===== config.mk =====
export PLATFORM = sky130hd
export DESIGN_NAME = ind_reg_bridge
export DESIGN_NICKNAME = d
export VERILOG_FILES = /design/src/rtl/ind_reg_bridge_pkg.sv /design/src/rtl/ind_reg_bridge_ctrl.sv /design/src/rtl/ind_reg_bridge_dp.sv /design/src/rtl/ind_reg_bridge.sv
export SDC_FILE = /design/constraint.sdc
export NUM_CORES = 1
export LEC_CHECK = 0
export ABC_CLOCK_PERIOD_IN_PS = 4200
export BUFFER_PORTS_ARGS = -buffer_cell sky130_fd_sc_hd__buf_4
export CAP_MARGIN = 20
export CORE_MARGIN = 4
export CORE_UTILIZATION = 54
export CTS_BUF_LIST = sky130_fd_sc_hd__clkbuf_8
export DETAILED_ROUTE_END_ITERATION = 6
export GPL_ROUTABILITY_DRIVEN = 0
export PLACE_DENSITY = 0.88
export REMOVE_ABC_BUFFERS = 1
export SYNTH_ARGS = -nofsm -noshare
export SYNTH_HDL_FRONTEND = slang
export SYNTH_SLANG_ARGS = --single-unit

===== constraint.sdc =====
create_clock -name clk -period 4.2 [get_ports clk]
set_input_delay 0.21 -clock clk [delete_from_list [all_inputs] [get_ports clk]]
set_output_delay 0.21 -clock clk [all_outputs]
set_load 0.02 [all_outputs]

===== src/rtl/ind_reg_bridge_pkg.sv =====
package ind_reg_bridge_pkg;
  localparam int REG_W         = 64;
  localparam int BUS_AW        = 32;
  localparam int BUS_DW        = 32;
  localparam int BUS_BYTES     = BUS_DW / 8;
  localparam int SIZE_W        = $clog2(BUS_BYTES) + 1;
  // command word fields (LSB numbering)
  localparam int CMD_RD_BIT    = 48;
  localparam int CMD_SZ_LO     = 56;
  localparam int CMD_SZ_W      = 4;
  // status word fields
  localparam int STAT_DONE_BIT = 11;
  localparam int STAT_DATA_LO  = 26;
  // data register position inside the 64-bit word
  localparam int DATA_LO       = REG_W - BUS_DW;

  typedef enum logic [1:0] {
    IDX_CMD   = 2'd0,
    IDX_RESET = 2'd1,
    IDX_STAT  = 2'd2,
    IDX_DATA  = 2'd3
  } regIdx_t;

  typedef struct packed {
    logic cmdAccept;
    logic dataWrite;
    logic statClear;
    logic respCapture;
  } strobes_t;
endpackage


===== src/rtl/ind_reg_bridge_ctrl.sv =====
module ind_reg_bridge_ctrl
  import ind_reg_bridge_pkg::*;
(
  input  logic     clk,
  input  logic     rstN,
  input  logic     regValid,
  input  logic     regWrite,
  input  regIdx_t  regIdx,
  input  logic     busAck,
  output strobes_t stb,
  output logic     busReq
);
  typedef enum logic {ST_IDLE, ST_BUSY} state_t;
  state_t stateQ, stateD;

  always_comb begin
    stb.cmdAccept   = regValid && regWrite && (regIdx == IDX_CMD) && (stateQ == ST_IDLE);
    stb.dataWrite   = regValid && regWrite && (regIdx == IDX_DATA);
    stb.statClear   = regValid && !regWrite && (regIdx == IDX_STAT);
    stb.respCapture = (stateQ == ST_BUSY) && busAck;
  end

  always_comb begin
    stateD = stateQ;
    unique case (stateQ)
      ST_IDLE: if (stb.cmdAccept)   stateD = ST_BUSY;
      ST_BUSY: if (stb.respCapture) stateD = ST_IDLE;
      default: stateD = ST_IDLE;
    endcase
  end

  always_ff @(posedge clk or negedge rstN) begin
    if (!rstN) stateQ <= ST_IDLE;
    else       stateQ <= stateD;
  end

  assign busReq = (stateQ == ST_BUSY);
endmodule


===== src/rtl/ind_reg_bridge_dp.sv =====
module ind_reg_bridge_dp
  import ind_reg_bridge_pkg::*;
(
  input  logic              clk,
  input  logic              rstN,
  input  strobes_t          stb,
  input  regIdx_t           regIdx,
  input  logic [REG_W-1:0]  regWdata,
  output logic [REG_W-1:0]  regRdata,
  output logic              busWrite,
  output logic [BUS_AW-1:0] busAddr,
  output logic [SIZE_W-1:0] busSize,
  output logic [BUS_DW-1:0] busWdata,
  input  logic              busOk,
  input  logic [BUS_DW-1:0] busRdata,
  output logic [REG_W-1:0]  statVal
);
  logic [BUS_DW-1:0]   dataQ;
  logic [REG_W-1:0]    statQ;
  logic [CMD_SZ_W-1:0] rawSize;
  logic [SIZE_W-1:0]   clampSize;
  logic [BUS_DW-1:0]   keptData;
  logic [BUS_DW-1:0]   readField;
  logic [REG_W-1:0]    doneWord;

  // size clamp: zero or oversize requests become a full word
  assign rawSize   = regWdata[CMD_SZ_LO +: CMD_SZ_W];
  assign clampSize = (rawSize == '0 || rawSize > CMD_SZ_W'(BUS_BYTES))
                     ? SIZE_W'(BUS_BYTES) : rawSize[SIZE_W-1:0];

  // command hold registers
  always_ff @(posedge clk or negedge rstN) begin
    if (!rstN) begin
      busWrite <= 1'b0;
      busAddr  <= '0;
      busSize  <= SIZE_W'(BUS_BYTES);
      busWdata <= '0;
    end else if (stb.cmdAccept) begin
      busWrite <= !regWdata[CMD_RD_BIT];
      busAddr  <= regWdata[BUS_AW-1:0];
      busSize  <= clampSize;
      busWdata <= dataQ;
    end
  end

  always_ff @(posedge clk or negedge rstN) begin
    if (!rstN)              dataQ <= '0;
    else if (stb.dataWrite) dataQ <= regWdata[DATA_LO +: BUS_DW];
  end

  // byte lanes, first byte most significant; lanes past the size read zero
  for (genvar b = 0; b < BUS_BYTES; b++) begin : g_lane
    localparam int HI = BUS_DW - 1 - 8 * b;
    assign keptData[HI -: 8] = (SIZE_W'(b) < busSize) ? busRdata[HI -: 8] : 8'h00;
  end

  assign readField = busOk ? keptData : '1;

  always_comb begin
    doneWord = '0;
    doneWord[STAT_DONE_BIT] = 1'b1;
    if (!busWrite) doneWord[STAT_DATA_LO +: BUS_DW] = readField;
  end

  // completion beats the read-clear
  always_ff @(posedge clk or negedge rstN) begin
    if (!rstN)                statQ <= '0;
    else if (stb.respCapture) statQ <= doneWord;
    else if (stb.statClear)   statQ <= '0;
  end

  always_comb begin
    unique case (regIdx)
      IDX_STAT: regRdata = statQ;
      IDX_DATA: regRdata = {dataQ, {DATA_LO{1'b0}}};
      default:  regRdata = '0;
    endcase
  end

  assign statVal = statQ;
endmodule


===== src/rtl/ind_reg_bridge.sv =====
module ind_reg_bridge
  import ind_reg_bridge_pkg::*;
#(
  parameter int REG_ADDR_W = 6
) (
  input  logic                  clk,
  input  logic                  rstN,
  input  logic                  regValid,
  input  logic                  regWrite,
  input  logic [REG_ADDR_W-1:0] regAddr,
  input  logic [63:0]           regWdata,
  output logic [63:0]           regRdata,
  output logic                  busReq,
  output logic                  busWrite,
  output logic [31:0]           busAddr,
  output logic [2:0]            busSize,
  output logic [31:0]           busWdata,
  input  logic                  busAck,
  input  logic                  busOk,
  input  logic [31:0]           busRdata
);
  localparam int IDX_LO = 3;

  regIdx_t          regIdx;
  strobes_t         stb;
  logic [REG_W-1:0] statVal;

  assign regIdx = regIdx_t'(regAddr[IDX_LO +: 2]);

  ind_reg_bridge_ctrl u_ctrl (
    .clk      (clk),
    .rstN     (rstN),
    .regValid (regValid),
    .regWrite (regWrite),
    .regIdx   (regIdx),
    .busAck   (busAck),
    .stb      (stb),
    .busReq   (busReq)
  );

  ind_reg_bridge_dp u_dp (
    .clk      (clk),
    .rstN     (rstN),
    .stb      (stb),
    .regIdx   (regIdx),
    .regWdata (regWdata),
    .regRdata (regRdata),
    .busWrite (busWrite),
    .busAddr  (busAddr),
    .busSize  (busSize),
    .busWdata (busWdata),
    .busOk    (busOk),
    .busRdata (busRdata),
    .statVal  (statVal)
  );
endmodule


==> summary by stage, run 1 <==
Run status
The flow ran to the end, and the final reports show no timing, DRC or antenna violations.

Synth
The post-synthesis instance area is between 5000 and 6000 sq um. The area share of the largest cell type after synthesis is 0.5568. Yosys mapped the design onto 32 distinct sky130hd cell types. The synthesized design contains 0 enable-type register cells. In the synthesized netlist, the cells that appear most often are dfrtp_1 (133), mux2_2 (91), mux2i_1 (29), buf_4 (26), nor2b_1 (26). The dominant cell type by area after synthesis is dfrtp_1. The sequential share of the synthesized area is 0.5612. Among all flip-flop cells after synthesis, the most frequent one is dfrtp_1. Of all flip-flops after synthesis, the portion carrying an async set or reset was 1.000.

Synthesis produced roughly 450 cells. The Yosys step of the flow raised 0 warnings. The synthesis-stage register bit count is between 100 and 150. The average cell area after synthesis is 13.17 sq um. By area the synthesized netlist is led by dfrtp_1 (56%), mux2_2 (17%), mux2i_1 (4.9%). Yosys instantiated no cell more often than dfrtp_1.

Critical path
By startpoint and endpoint, the worst setup path is classified as in -> reg. The kind of cell with the highest combined delay on the critical path is buffers and inverters. At the worst endpoint, the arrival time is ~2.1 ns. The critical path's most frequent cell is buf_4.

The worst stage delay on the critical path is 0.59 ns. STA classifies the critical path startpoint as a primary input. The worst-path cell with the longest stage delay is nand4_1. Walking the worst path, the cells encountered are buf_4 -> nand4_1 -> buf_4 -> mux2_2. STA classifies the critical path endpoint as a flop. The worst endpoint required time is 4.51 ns. Along the worst path, the maximum fanout reaches 35.

The critical path contains buffers and inverters numbering 2 combined.

Clocking
The clock latency at the later pin of the worst-skew pair is 0.44 ns. In this run the post-CTS setup repair buffer count came out at 0. CTS built an H-tree with a depth of 4. The clock sink total is about 130. The clock buffer count from CTS is 17. After clock tree synthesis, the clock-pin slew on the worst setup and hold paths is around 0.080 ns. The CTS tree is built. The buffer depth of the longest clock path is 2. The cell at the root of the clock tree is clkbuf_8.

Power
The combinational share of power is 0.315. The cell-internal power is 2905 uW. The share of total power dissipated in the clock network is 0.259. The switching share of total power is 0.3366. Dividing total power by cell area gives a power density of 517.7 nW/um^2. The analysis attributes to cell leakage a power of 0.004334 uW. Across the VDD grid, the largest voltage drop is 322.9 uV. The share of total power dissipated in sequential elements is 0.426. The analysis attributes to net switching a power of ~1500 uW. The power after layout is about 4400 uW.

STA
On the final layout, the worst hold slack is 0.01415 ns. Setup violations remaining at the end of the flow were counted as 0. The max-slew violation count was 0. For the final routed database, the setup TNS stands at 0 ns. The number of hold violations in the final report is 0.

The final worst slack is 2.373 ns. The clock period minus worst slack is about 1.8 ns. The highest attainable clock frequency is 0.5474 GHz. The share of the cycle needed by the critical path after routing is 0.4350. The setup skew after layout is 0.01569 ns. At the pin with the least slew margin, the transition time is 0.8189 ns.

The worst pin sits at a relative slew slack of 0.4515. Setup repair after global routing left no endpoint under its margin.

Drt
The routed design has 17,650 um of wire. The first-iteration detailed-routing DRC count is 239. The first detailed-routing pass ran for 5 iterations.

The routed layout has approximately 4,700 vias. For this run, design rule violations remaining after detail routing come to 0. The detail route stage leaves a number of antenna-violating nets equal to 0.

After detailed routing, the average wire length per cell comes to approximately 21 um. The via density per instance is 5.423.

Die
The height of the chip is 113.2 um. The chip width is 113.2 um. The top-level I/O count is 241. The total die area is 12,820 sq um. The initial utilization of the core area, before any placement, comes to 0.5514.

The total area inside the core boundary comes to ~11,000 sq um. The number of cell rows is 38.

Flow run
The max capacitance violation total is 0.

Global routing
The final global-route overflow total is 0. The via count of the first global-routing pass is 4,979. The initial antenna violation count is 0. Entering global routing, the biggest net connects 70 pins. The all-layer global routing usage is 0.2709.

The first-pass GRT wire length is 26,710 um.

Finish
The area growth from synthesis to layout is 41.53%. The proportion of layout cells with a drive suffix above 1 is 0.4875. The final layout contains slightly above 800 nets. 0 antenna diodes ended up in the layout. The finished cells cover 8459 sq um.

Placed design
The standard cell area after detailed placement is 7557 sq um. The total of buffers placed on input and output ports is 211. The worst slack at placement is 1.777 ns.

The HPWL after detailed placement is 10,870 um.

Min path
The tightest min-delay check is of the in -> reg type.
[cell type report]
| cell class | count | area (sq um) |
|---|---|---|
| Timing Repair Buffer | 263 | 2110 |
| Sequential cell | 134 | 3354 |
| Clock inverter | 15 | 180.2 |
| Tap cell | 140 | 175.2 |
| Fill cell | 671 | 2381 |
| Clock buffer | 17 | 234.0 |
| Multi-Input combinational cell | 286 | 2387 |
| Inverter | 5 | 18.77 |
[layout by cell type (no fill, tap or decap)]
| cell | synthesis | layout |
|---|---|---|
| clkbuf_8 | 0 | 17 |
| nor3_2 | 1 | 1 |
| nor2b_4 | 1 | 1 |
| and2_1 | 7 | 7 |
| a21boi_0 | 8 | 8 |
| inv_6 | 0 | 1 |
| clkinv_2 | 0 | 3 |
| clkinv_4 | 0 | 2 |
| nand3b_1 | 1 | 1 |
| conb_1 | 1 | 25 |
| nand4_1 | 1 | 1 |
| nand3_1 | 1 | 1 |
| a22o_1 | 9 | 9 |
| nor2b_1 | 26 | 26 |
| bufinv_16 | 0 | 3 |
| o21ai_0 | 10 | 10 |
| a32oi_2 | 0 | 1 |
| o2bb2ai_1 | 8 | 8 |
| a21o_1 | 17 | 17 |
| nand3_4 | 0 | 1 |
| inv_8 | 0 | 1 |
| dfstp_2 | 1 | 1 |
| nor2_1 | 2 | 2 |
| mux2_4 | 6 | 6 |
| nand2_1 | 10 | 10 |
| mux2_2 | 91 | 91 |
| buf_16 | 0 | 1 |
| mux2i_1 | 29 | 29 |
| inv_1 | 5 | 5 |
| clkinvlp_4 | 0 | 5 |
| buf_4 | 26 | 216 |
| and3_1 | 6 | 6 |
| nand2b_1 | 8 | 8 |
| a31oi_1 | 1 | 1 |
| a21oi_1 | 16 | 16 |
| dlygate4sd3_1 | 0 | 46 |
| dfrtp_1 | 133 | 133 |
[state kept, by name (all words and copies together) (netlist names)]
signal	flops
u_dp.busWrite	1
u_dp.busSize	3
u_dp.dataQ	32
u_dp.busWdata	32
u_dp.busAddr	32
u_dp.statVal	33
u_ctrl.busReq	1
[worst reg2reg max path: cells and delay by family (launching register included)]
kind,cells,cell delay (ns)
compound gates,2,0.90
flops,1,0.76
simple gates,1,0.09
[metal layers]
layer  vias up  routed length [um]  GRT usage
li1       2046                   -          -
met1      2367                6414     0.3126
met2       207                9572     0.4830
met3        44                1081    0.06150
met4         0                 579     0.1162
met5         -                   0          0
[power by group through the flow]
stage          logic [uW]  registers [uW]  clock network (uW)
4_1_cts              1370            1840                1130
3_5_place_dp         1340            1860                   0
3_3_place_gp         1300            1830                   0
2_1_floorplan         473            2060                   0
6_report             1380            1860                1140
5_1_grt              1460            1900                1200
[per-stage QoR]
stage	instances	util
final	860	0.7804
after global routing	860	0.7804
after CTS	850	0.7695
after detailed placement	781	0.6971
after global placement	781	0.6971
after floorplan	425	-
[repair_timing]
action,4_1_cts,5_1_grt
hold buffers,37,9
gates resized for setup,0,0
hold endpoints to repair,90,9
[final timing paths]
kind | start | end | slack [ns] | cells past startpoint
worst min-delay path | regWdata[45] | u_dp.dataQ[13] | 0.01 | 2
worst max register to register | u_dp.busSize[2] | u_dp.statVal[52] | 2.39 | 3
worst min register to register | u_dp.statVal[29] | u_dp.statVal[29] | 0.48 | 1
min in group asynchronous | rstN | u_dp.busAddr[30] | 0.36 | 2
worst max-delay path | regAddr[3] | u_dp.dataQ[12] | 2.37 | 4
max in group asynchronous | rstN | u_dp.statVal[26] | 2.81 | 3
[kinds of logic (layout without fill, tap and decap cells)]
logic type,after synthesis,after routing,share of synthesized area
simple gates,65,65,0.06552
buf+inv,58,300,0.05694
compound gates,70,70,0.08060
flops,134,134,0.5612
mux,126,126,0.2351
other cells,1,25,0.0006274
Power figures use the tool's default switching activity.
==> run 2, diff against run 1 <==
--- a/config.mk
+++ b/config.mk
@@ -5,15 +5,15 @@
 export SDC_FILE = /design/constraint.sdc
 export NUM_CORES = 1
 export LEC_CHECK = 0
-export ABC_CLOCK_PERIOD_IN_PS = 4200
+export ABC_CLOCK_PERIOD_IN_PS = 1700
 export BUFFER_PORTS_ARGS = -buffer_cell sky130_fd_sc_hd__buf_4
 export CAP_MARGIN = 20
 export CORE_MARGIN = 4
-export CORE_UTILIZATION = 54
+export CORE_UTILIZATION = 50
 export CTS_BUF_LIST = sky130_fd_sc_hd__clkbuf_8
 export DETAILED_ROUTE_END_ITERATION = 6
 export GPL_ROUTABILITY_DRIVEN = 0
-export PLACE_DENSITY = 0.88
+export PLACE_DENSITY = 0.82
 export REMOVE_ABC_BUFFERS = 1
 export SYNTH_ARGS = -nofsm -noshare
 export SYNTH_HDL_FRONTEND = slang
==> constraint.sdc (replaced) <==
create_clock -name clk -period 1.7 [get_ports clk]
set_input_delay 0.085 -clock clk [delete_from_list [all_inputs] [get_ports clk]]
set_output_delay 0.085 -clock clk [all_outputs]
set_load 0.02 [all_outputs]
==> run 2 against run 1 <==
Clock skew down 0.0028 ns; final area up 6.0%; sequential share of layout area is 2.3 points lower; critical endpoint is now u_dp.busAddr[0]; sequential power is 150% higher; via count up 3.7%; sequential cell count unchanged; register-to-register slack lost 2.2 ns; clock power grew 150%; global-route usage fell by 0.43 points; routed wire length up 3.9%; combinational power increased to 2.6 times the previous value.
==> summary by stage, run 2 (synthesized netlist as in run 1, its figures left out) <==
Run status
The run finished with clean final reports.

Power
The cell leakage power is 0.004585 uW. The cell-internal power is 7388 uW. Of the total power, registers draw 0.419. Of the total power, combinational logic draws 0.323. The total power divided by cell area is about 1200 nW/um^2. In this run the power spent charging and discharging nets is around 3600 uW. Of the total power, the clock network draws 0.258. The worst vdd rail ir drop is 928.0 uV. Of the total power, the share spent switching nets is 0.3248.

STA
The highest attainable clock frequency is 0.6533 GHz. Setup repair after global routing left no endpoint under its margin. The max-slew violation count came to 0. The share of the cycle needed by the critical path after routing is 0.9005. The setup skew after layout is about 0.013 ns. The total of endpoints with negative setup slack in the final report is 0. The worst path needs 1.531 ns of the cycle, external delays included. Across all hold checks on the routed design, the worst slack comes to ~0.018 ns.

The number of hold violations in the final report is 0.

Finish
The top cell types in the final layout, fill and taps aside, are buf_4 (226), dfrtp_1 (133), mux2_2 (91). The count of filler cells inserted in the layout is 670. The flip-flop and latch area is between 3000 and 4000 sq um. The proportion of layout cells with a drive suffix above 1 is 0.4663. The utilization of the core after routing is 0.7757. The post-layout net count is a little under 900.

The most common cell after layout, fill and taps aside is buf_4. The flip-flop count of the largest register, all copies and words added is 33. The area growth from synthesis to layout is 50.09%. The area used by multi-input combinational logic is 2387 sq um.

Flow run
The tool flagged a number of max-cap violations equal to 0.

Global routing
The largest net degree at the start of global routing is 58. The first-pass GRT wire length is 28,990 um. Across every metal layer, demand over resource in global routing totals 0.2667.

The final global-route overflow total is 0. The via count of the first global-routing pass is roughly 5,300. The initial antenna violation count is 1.

Die
The die covers between 10,000 and 15,000 sq um. The height of the chip is 117.3 um. After floorplanning, the core was divided into 39 placement rows. The top-level I/O count is 241. The area of the core region is 11,560 sq um. For this configuration, the core starts out at a cell density of 0.5168. The chip width is ~120 um.

Critical path
Data on the critical path is required at its endpoint by 2.03 ns. The critical path capture point type is a flop. The worst register-to-register path ends at u_dp.busAddr[0]. The worst reg-to-reg setup slack is 0.17 ns. The slowest stage of the critical path is the dfrtp_1 cell.

Data arrives at the worst endpoint at 1.86 ns. On the worst path, the slowest cell contributes a delay of 0.46 ns. The launching element type of the critical path is a flop. The number of cells traversed by the worst register-to-register path is 4. Together, buffers and inverters on the worst path number 1. The cell family contributing the most delay on the critical path is flip-flops. The largest fanout of any net on the critical path is 57. The launch instance of the worst register-to-register path is u_ctrl.busReq. The signal on the critical path passes through nor3_2 -> nand3_4 -> buf_12 -> mux2_2. The worst setup path category is reg -> reg.

Clocking
The buffer depth of the longest clock path is 2. The clock transition at the registers of the reported paths is about 0.08 ns. In this run the clock root is driven by a clkbuf_8. The number of setup buffers added after CTS is 0. TritonCTS built the clock tree. The clock tree synthesis step divided the H-tree into 4 levels. Clock tree synthesis inserted a total of 17 buffers. The post-cts resize count is 0. At the later pin of the worst-skew pair, clock insertion delay measures 0.45 ns.

For this design, the sink count on the clock tree is 134.

Placed design
Detailed placement ended at an HPWL of around 11,000 um. During placement, the flow inserted port buffers numbering around 210.

Drt
After detailed routing, the total wire length is 18,340 um. After detailed routing, the average wire length per cell comes to around 20 um. For this block, the initial DRC count from the detailed router was around 280.

In this run the remaining antenna-violating nets after routing total 0. Detailed routing inserted a total of roughly 4,800 vias. The number of optimization iterations in the first detailed-route pass is 5. The via density per instance is between 5 and 6. In the routed design, unresolved DRC markers number 0.

Min path
The start point of the worst hold path is busRdata[4]. The capture endpoint of the worst hold path is u_dp.statVal[30]. The min-delay analysis places its worst path in the category in -> reg. The worst hold path depth is 4.
run 2: cell types whose count changed in the layout (fill, tap and decap cells not counted), moves of 2 or more:
cell           delta
buf_12            +2
inv_1             +3
dlygate4sd3_1    +40
buf_4            +10
clkinv_4          -2
clkbuf_8          +4
clkinvlp_4        -3
run 2: power groups by stage:
stage	clock, uW	sequential (uW)	combinational (uW)
after detailed placement	0	4570	3340
after global routing	3010	4660	3740
after floorplan	0	5090	1170
after CTS	2820	4520	3510
final	2820	4580	3540
after global placement	0	4510	3260
run 2: repair_timing:
item	4_1_cts	5_1_grt
setup endpoints to repair	0	0
endpoints found under the hold margin	222	0
hold buffers	86	0
run 2: tightest hold or removal path, stage by stage:
cell,delay [ns]
buf_4,0.07
nand2_1,0.04
a21oi_1,0.14
a21o_1,0.09
run 2: cell type report:
class | instances | area share
Antenna cell | 1 | 0.0002789
Clock buffer | 21 | 0.03222
Clock inverter | 11 | 0.01464
Inverter | 5 | 0.002092
Multi-Input combinational cell | 286 | 0.2661
Sequential cell | 134 | 0.3739
Tap cell | 143 | 0.01994
Timing Repair Buffer | 315 | 0.2908
run 2: worst max-delay path by stage:
stage,start,cells after the start,to
floorplan,u_ctrl.busReq,3,u_dp.busWdata[17]
global placement,u_ctrl.busReq,4,u_dp.busWdata[22]
detailed placement,u_ctrl.busReq,4,u_dp.busAddr[30]
CTS,u_dp.busSize[2],2,busSize[2]
global route,u_ctrl.busReq,4,u_dp.busWdata[22]
finish,u_ctrl.busReq,4,u_dp.busAddr[0]
run 2: per-stage QoR:
| step | instances | setup WS, ns | setup TNS, ns | cell area [sq um] | power (uW) |
|---|---|---|---|---|---|
| 2_1_floorplan | 425 | -0.7603 | -64.61 | 5746 | 6258 |
| 3_3_place_gp | 797 | 0.2276 | 0 | 7687 | 7764 |
| 3_5_place_dp | 797 | 0.1938 | 0 | 7687 | 7908 |
| 4_1_cts | 915 | 0.1591 | 0 | 8969 | 10850 |
| 5_1_grt | 916 | 0.09506 | 0 | 8971 | 11410 |
| 6_report | 916 | 0.1692 | 0 | 8971 | 10940 |
run 2: metal layers:
layer  wire [um]  GRT usage  vias up
li1            -          -     2147
met1        6660     0.2963     2429
met2        9952     0.4827      207
met3        1092    0.06545       52
met4         633     0.1202        0
met5           0          0        -
